**config.mk**
```make
export PLATFORM = sky130hd
export DESIGN_NAME = vfa_outcome_seq
export DESIGN_NICKNAME = d
export VERILOG_FILES = /design/src/rtl/vfa_outcome_seq.sv
export SDC_FILE = /design/constraint.sdc
export NUM_CORES = 1
export LEC_CHECK = 0
export ABC_AREA = 1
export BUFFER_PORTS_ARGS = -buffer_cell sky130_fd_sc_hd__buf_2
export CORE_MARGIN = 1
export CORE_UTILIZATION = 34
export CTS_BUF_LIST = sky130_fd_sc_hd__clkbuf_8 sky130_fd_sc_hd__clkbuf_16
export CTS_CLUSTER_DIAMETER = 40
export CTS_CLUSTER_SIZE = 12
export DETAILED_ROUTE_END_ITERATION = 10
export PLACE_DENSITY = 0.8
export SLEW_MARGIN = 15
export SYNTH_ARGS = -nofsm -noshare
export SYNTH_HDL_FRONTEND = slang
export SYNTH_SLANG_ARGS = --single-unit
```
**constraint.sdc**
```tcl
create_clock -name clk -period 0.8 [get_ports clk]
set_clock_uncertainty 0.15 [all_clocks]
set_input_delay 0.12 -clock clk [delete_from_list [all_inputs] [get_ports clk]]
set_output_delay 0.12 -clock clk [all_outputs]
set_load 0.03 [all_outputs]
```
**src/rtl/vfa_outcome_seq.sv**
```systemverilog
module vfa_outcome_seq #(
  parameter int ERR_W        = 32,
  parameter int ERR_UNSUPP   = 12,
  parameter int ERR_RO_WRITE = 13
) (
  input  logic             clk,
  input  logic             rst_n,
  input  logic             start,
  input  logic             is_write,
  input  logic             virt_on,
  input  logic             prot_mode,
  input  logic             compat_mode,
  input  logic             long_mode64,
  input  logic [1:0]       cpl,
  input  logic             guest,
  input  logic             cur_ptr_valid,
  input  logic             link_ptr_valid,
  input  logic [31:0]      fld_sel_hi,
  input  logic             fld_supported,
  input  logic             fld_read_only,
  input  logic             exit_req,
  input  logic             ro_write_cap,
  output logic             done,
  output logic [5:0]       result,
  output logic [5:0]       flags,
  output logic             flags_we,
  output logic             err_we,
  output logic [ERR_W-1:0] err_code,
  output logic             use_shadow
);

  localparam int RES_UD   = 0;
  localparam int RES_GP   = 1;
  localparam int RES_EXIT = 2;
  localparam int RES_FINV = 3;
  localparam int RES_FVAL = 4;
  localparam int RES_OK   = 5;
  localparam int FLG_CF   = 0;
  localparam int FLG_ZF   = 3;

  logic bad_mode, take_exit, priv_fault, sel_ptr_ok, sel_hi_bad, ro_block;

  assign bad_mode   = ~virt_on | ~prot_mode | compat_mode;
  assign take_exit  = guest & exit_req;
  assign priv_fault = ~guest & (cpl != 2'd0);
  assign sel_ptr_ok = guest ? link_ptr_valid : cur_ptr_valid;
  assign sel_hi_bad = long_mode64 & (|fld_sel_hi);
  assign ro_block   = is_write & fld_read_only & ~ro_write_cap;

  logic [5:0]       nxt_res;
  logic [ERR_W-1:0] nxt_code;

  always_comb begin
    nxt_res  = '0;
    nxt_code = '0;
    if (bad_mode)                          nxt_res[RES_UD]   = 1'b1;
    else if (take_exit)                    nxt_res[RES_EXIT] = 1'b1;
    else if (priv_fault)                   nxt_res[RES_GP]   = 1'b1;
    else if (!sel_ptr_ok)                  nxt_res[RES_FINV] = 1'b1;
    else if (sel_hi_bad || !fld_supported) begin
      nxt_res[RES_FVAL] = 1'b1;
      nxt_code          = ERR_W'(ERR_UNSUPP);
    end else if (ro_block) begin
      nxt_res[RES_FVAL] = 1'b1;
      nxt_code          = ERR_W'(ERR_RO_WRITE);
    end else                               nxt_res[RES_OK]   = 1'b1;
  end

  logic [5:0] nxt_flags;
  logic       nxt_fwe, nxt_ewe;

  always_comb begin
    nxt_flags = '0;
    nxt_fwe   = nxt_res[RES_OK] | nxt_res[RES_FINV];
    nxt_ewe   = nxt_res[RES_FVAL] & cur_ptr_valid;
    if (nxt_res[RES_FINV]) nxt_flags[FLG_CF] = 1'b1;
    if (nxt_ewe) begin
      nxt_flags[FLG_ZF] = 1'b1;
      nxt_fwe           = 1'b1;
    end
  end

  always_ff @(posedge clk or negedge rst_n) begin
    if (!rst_n) begin
      done       <= 1'b0;
      result     <= '0;
      flags      <= '0;
      flags_we   <= 1'b0;
      err_we     <= 1'b0;
      err_code   <= '0;
      use_shadow <= 1'b0;
    end else if (start) begin
      done       <= 1'b1;
      result     <= nxt_res;
      flags      <= nxt_flags;
      flags_we   <= nxt_fwe;
      err_we     <= nxt_ewe;
      err_code   <= nxt_ewe ? nxt_code : '0;
      use_shadow <= nxt_res[RES_OK] & guest;
    end else begin
      done       <= 1'b0;
      result     <= '0;
      flags      <= '0;
      flags_we   <= 1'b0;
      err_we     <= 1'b0;
      err_code   <= '0;
      use_shadow <= 1'b0;
    end
  end

endmodule

```
==> metrics.txt <==
# TYPE chip_impl_metric gauge
chip_impl_info{name="run_status",value="finished with violations"} 1
chip_impl_info{name="failing_checks",value="negative hold slack, negative setup slack"} 1
chip_impl_metric{name="layout-area-overhead-vs-synth",unit="%"} 67.09
chip_impl_metric{name="synth_adder_area_share",unit="%"} 0
chip_impl_metric{name="leakage",unit="nW"} 0.8169
chip_impl_metric{name="synth.cell_area",unit="um2"} 878.3
chip_impl_metric{name="max-clock-path-buffers",unit=""} 2
chip_impl_info{name="cp-startpoint",value="result[3]"} 1
chip_impl_metric{name="routed_wirelength",unit="um"} 1812
chip_impl_info{name="final_common_cell",value="sky130_fd_sc_hd__buf_2"} 1
chip_impl_metric{name="register_area",unit="um2"} 301.5
chip_impl_info{name="worst_setup_path_endpoint",value="flags[0]"} 1
chip_impl_metric{name="globalRouteMet3Util",unit="%"} 1.159
chip_impl_metric{name="critical_path_depth",unit=""} 1
chip_impl_info{name="critical_path.endpoint_type",value="output pin"} 1
chip_impl_metric{name="yosys_warnings",unit=""} 0
chip_impl_metric{name="power-per-cell-area",unit="nW/um2"} 1179
chip_impl_metric{name="ys_seq_area_share",unit="%"} 34.19
chip_impl_info{name="cp_top_family",value="flip-flops"} 1
chip_impl_metric{name="path_clk_slew",unit="ns"} 0.05
chip_impl_metric{name="globalRouteTotalUtil",unit="%"} 13.83
chip_impl_metric{name="fillCellCount",unit=""} 197
chip_impl_metric{name="path_max_fanout",unit=""} 2
chip_impl_info{name="tritoncts",value="done"} 1
chip_impl_metric{name="synthesis.instances",unit=""} 113
chip_impl_metric{name="post_layout_min_period",unit="ns"} 1.061
chip_impl_metric{name="remaining_design_rule_violation_count",unit=""} 0
chip_impl_metric{name="floorplan.core_area",unit="um2"} 2455
chip_impl_metric{name="first_global_vias",unit=""} 714
chip_impl_metric{name="final_min_period_over_clock_period",unit="%"} 132.6
chip_impl_metric{name="pin_count",unit=""} 97
chip_impl_metric{name="holdWs",unit="ns"} -0.007385
chip_impl_metric{name="report.final.hold_viol_count",unit=""} 1
chip_impl_metric{name="drv.max_cap_violation_count",unit=""} 0
chip_impl_info{name="criticalPathCategory",value="reg -> out"} 1
chip_impl_info{name="dominant_combinational_cell_family_by_area_after_synthesis",value="buffers and inverters"} 1
chip_impl_metric{name="globalplace.congestion",unit=""} 0.7342
chip_impl_metric{name="cts_inserted_buffers",unit=""} 3
chip_impl_metric{name="sink_count_of_the_clock_tree",unit=""} 12
chip_impl_metric{name="post_route_cells_drive_above_1_share",unit="%"} 55.08
chip_impl_info{name="postSynth.topFlopCell",value="sky130_fd_sc_hd__dfrtp_1"} 1
chip_impl_metric{name="num_antenna_cells",unit=""} 0
chip_impl_metric{name="global_route.usage.met2",unit="%"} 28.48
chip_impl_metric{name="final-setup-viol-count",unit=""} 22
chip_impl_metric{name="floorplan.die.height",unit="um"} 52.83
chip_impl_metric{name="design.die.area",unit="um2"} 2790
chip_impl_metric{name="synth.avg_cell_area",unit="um2"} 7.773
chip_impl_info{name="clockRootBuffer",value="sky130_fd_sc_hd__clkbuf_8"} 1
chip_impl_metric{name="yosys.area_share.simple",unit="%"} 28.77
chip_impl_metric{name="initial_utilization",unit="%"} 35.78
chip_impl_metric{name="floorplan.die.width",unit="um"} 52.83
chip_impl_info{name="slowest_stage",value="sky130_fd_sc_hd__dfrtp_2"} 1
chip_impl_metric{name="place.port_buffers",unit=""} 63
chip_impl_metric{name="layout.core_utilization",unit="%"} 59.79
chip_impl_metric{name="synthXorXnorAreaFrac",unit="%"} 0
chip_impl_metric{name="grt.overflow.total",unit=""} 0
chip_impl_metric{name="power.ir.vdd_worst",unit="V"} 0.001244
chip_impl_info{name="hp_class",value="in -> reg"} 1
chip_impl_metric{name="drt_first_iter_violations",unit=""} 2
chip_impl_metric{name="ys_ff_latch",unit=""} 12
chip_impl_metric{name="core.rowCount",unit=""} 18
chip_impl_metric{name="num_vias",unit=""} 832
chip_impl_metric{name="synthDistinctLibCells",unit=""} 20
chip_impl_metric{name="critPathArrivalTime",unit="ns"} 0.79
chip_impl_metric{name="synth.area.mux_share",unit="%"} 0
chip_impl_info{name="mostFrequentLayoutCells",value="36 x sky130_fd_sc_hd__buf_2, 33 x sky130_fd_sc_hd__conb_1, 27 x sky130_fd_sc_hd__buf_6"} 1
chip_impl_metric{name="grt_pass1_wl",unit="um"} 2863
chip_impl_metric{name="grt_max_degree",unit=""} 13
chip_impl_metric{name="fin_ws",unit="ns"} -0.2609
chip_impl_metric{name="pre_cts_slack",unit="ns"} -0.4760
chip_impl_info{name="global_route.peak_usage_layer",value="met2"} 1
chip_impl_metric{name="number_of_antenna_violations_at_the_first_check_in_global_routing",unit=""} 0
chip_impl_metric{name="multi_input_area",unit="um2"} 484.2
chip_impl_metric{name="wl_per_cell",unit="um"} 8.350
chip_impl_metric{name="post_cts_hold_buffer_count",unit=""} 1
chip_impl_metric{name="finish.net_count",unit=""} 237
chip_impl_metric{name="dpl.hpwl",unit="um"} 1450
chip_impl_metric{name="global_route_met1_usage",unit="%"} 13.76
chip_impl_metric{name="path_buf_inv",unit=""} 1
chip_impl_metric{name="async_reset_ff_share",unit="%"} 100.0
chip_impl_metric{name="worst_path_largest_cell_delay",unit="ns"} 0.41
chip_impl_metric{name="fraction_of_the_mapped_netlist_area_in_compound_gates",unit="%"} 2.422
chip_impl_info{name="ordered_cell_list_for_the_critical_path",value="buf_6"} 1
chip_impl_metric{name="clock_tree.htree_level_count",unit=""} 1
chip_impl_metric{name="finalMaxSlewViolations",unit=""} 0
chip_impl_metric{name="fmax",unit="MHz"} 942.6
chip_impl_metric{name="synth_enable_flop_cells",unit=""} 0
chip_impl_info{name="worstSetupStartpointType",value="flip-flop"} 1
chip_impl_metric{name="worst_endpoint_required_time",unit="ns"} 0.53
chip_impl_info{name="grt_setup_unrepaired",value="true"} 1
chip_impl_metric{name="drt_pass1_iterations",unit=""} 3
chip_impl_metric{name="drtAntennaViolNets",unit=""} 0
chip_impl_metric{name="viasPerCell",unit=""} 3.834
-- power by group --
part           internal [W]  total [W]  switching [W]
Clock              0.000335   0.000529       0.000194
Sequential         0.000618   0.000623     0.00000474
Combinational      0.000217   0.000579       0.000362
-- synthesized netlist by cell type, types with 2 or more instances --
| cell | count | area share [%] |
|---|---|---|
| sky130_fd_sc_hd__buf_4 | 36 | 31 |
| sky130_fd_sc_hd__nor2_1 | 25 | 11 |
| sky130_fd_sc_hd__nand2_1 | 14 | 6.0 |
| sky130_fd_sc_hd__dfrtp_1 | 12 | 34 |
| sky130_fd_sc_hd__inv_1 | 7 | 3.0 |
| sky130_fd_sc_hd__nand2_2 | 3 | 2.1 |
| sky130_fd_sc_hd__nand3_1 | 2 | 1.1 |
| sky130_fd_sc_hd__nor2_2 | 2 | 1.4 |
-- worst min-delay path by stage --
stage                     slack, ns  cells after the start  startpoint        end
after floorplan               -0.33                      0       rst_n       done
after global placement        -0.15                      1       rst_n  result[4]
after detailed placement      -0.15                      1       rst_n  result[4]
after CTS                     -0.01                      2       start       done
after global routing         -0.006                      2       start       done
final                        -0.007                      2       start       done
-- state kept, by name, summed over array words and instances, names as in the netlist --
name        count
flags           1
use_shadow      1
flags_we        1
done            1
result          6
err_code        2
-- metrics by stage --
step / power [W] / TNS (ns) / instance area, um2 / instances
2_1_floorplan: 0.001061 / -1.974 / 1045 / 145
3_3_place_gp: 0.001113 / -3.338 / 1169 / 208
3_5_place_dp: 0.001118 / -3.595 / 1169 / 208
4_1_cts: 0.001709 / -4.597 / 1394 / 215
5_1_grt: 0.001837 / -5.472 / 1468 / 217
6_report: 0.001731 / -4.695 / 1468 / 217
-- kinds of logic after synthesis --
kind of cell	Yosys count
buffers and inverters	44
DFF	12
and+or+nand+nor	53
other	1
AOI/OAI and AO/OA	3
-- routing by layer --
| layer | wire length [um] | share of wire (%) | vias up |
|---|---|---|---|
| li1 | - | - | 421 |
| met1 | 576 | 32 | 360 |
| met2 | 1079 | 60 | 49 |
| met3 | 137 | 7.6 | 2 |
| met4 | 19 | 1.0 | 0 |
| met5 | 0 | 0 | - |
-- final cells by class --
cell class | instances | area share [%]
Sequential cell | 12 | 20.55
Inverter | 8 | 2.046
Multi-Input combinational cell | 89 | 32.99
Tap cell | 30 | 2.558
Clock buffer | 3 | 2.813
Clock inverter | 1 | 0.2558
Timing Repair Buffer | 74 | 38.79
-- repair_timing --
action                                 in CTS  in global routing
gates resized for setup                    43                 14
pin swaps                                  26                 14
setup endpoints to repair                  22                 23
setup buffers                               2                  2
endpoints found under the hold margin      14                  1
(Power assumes the default switching activity.)
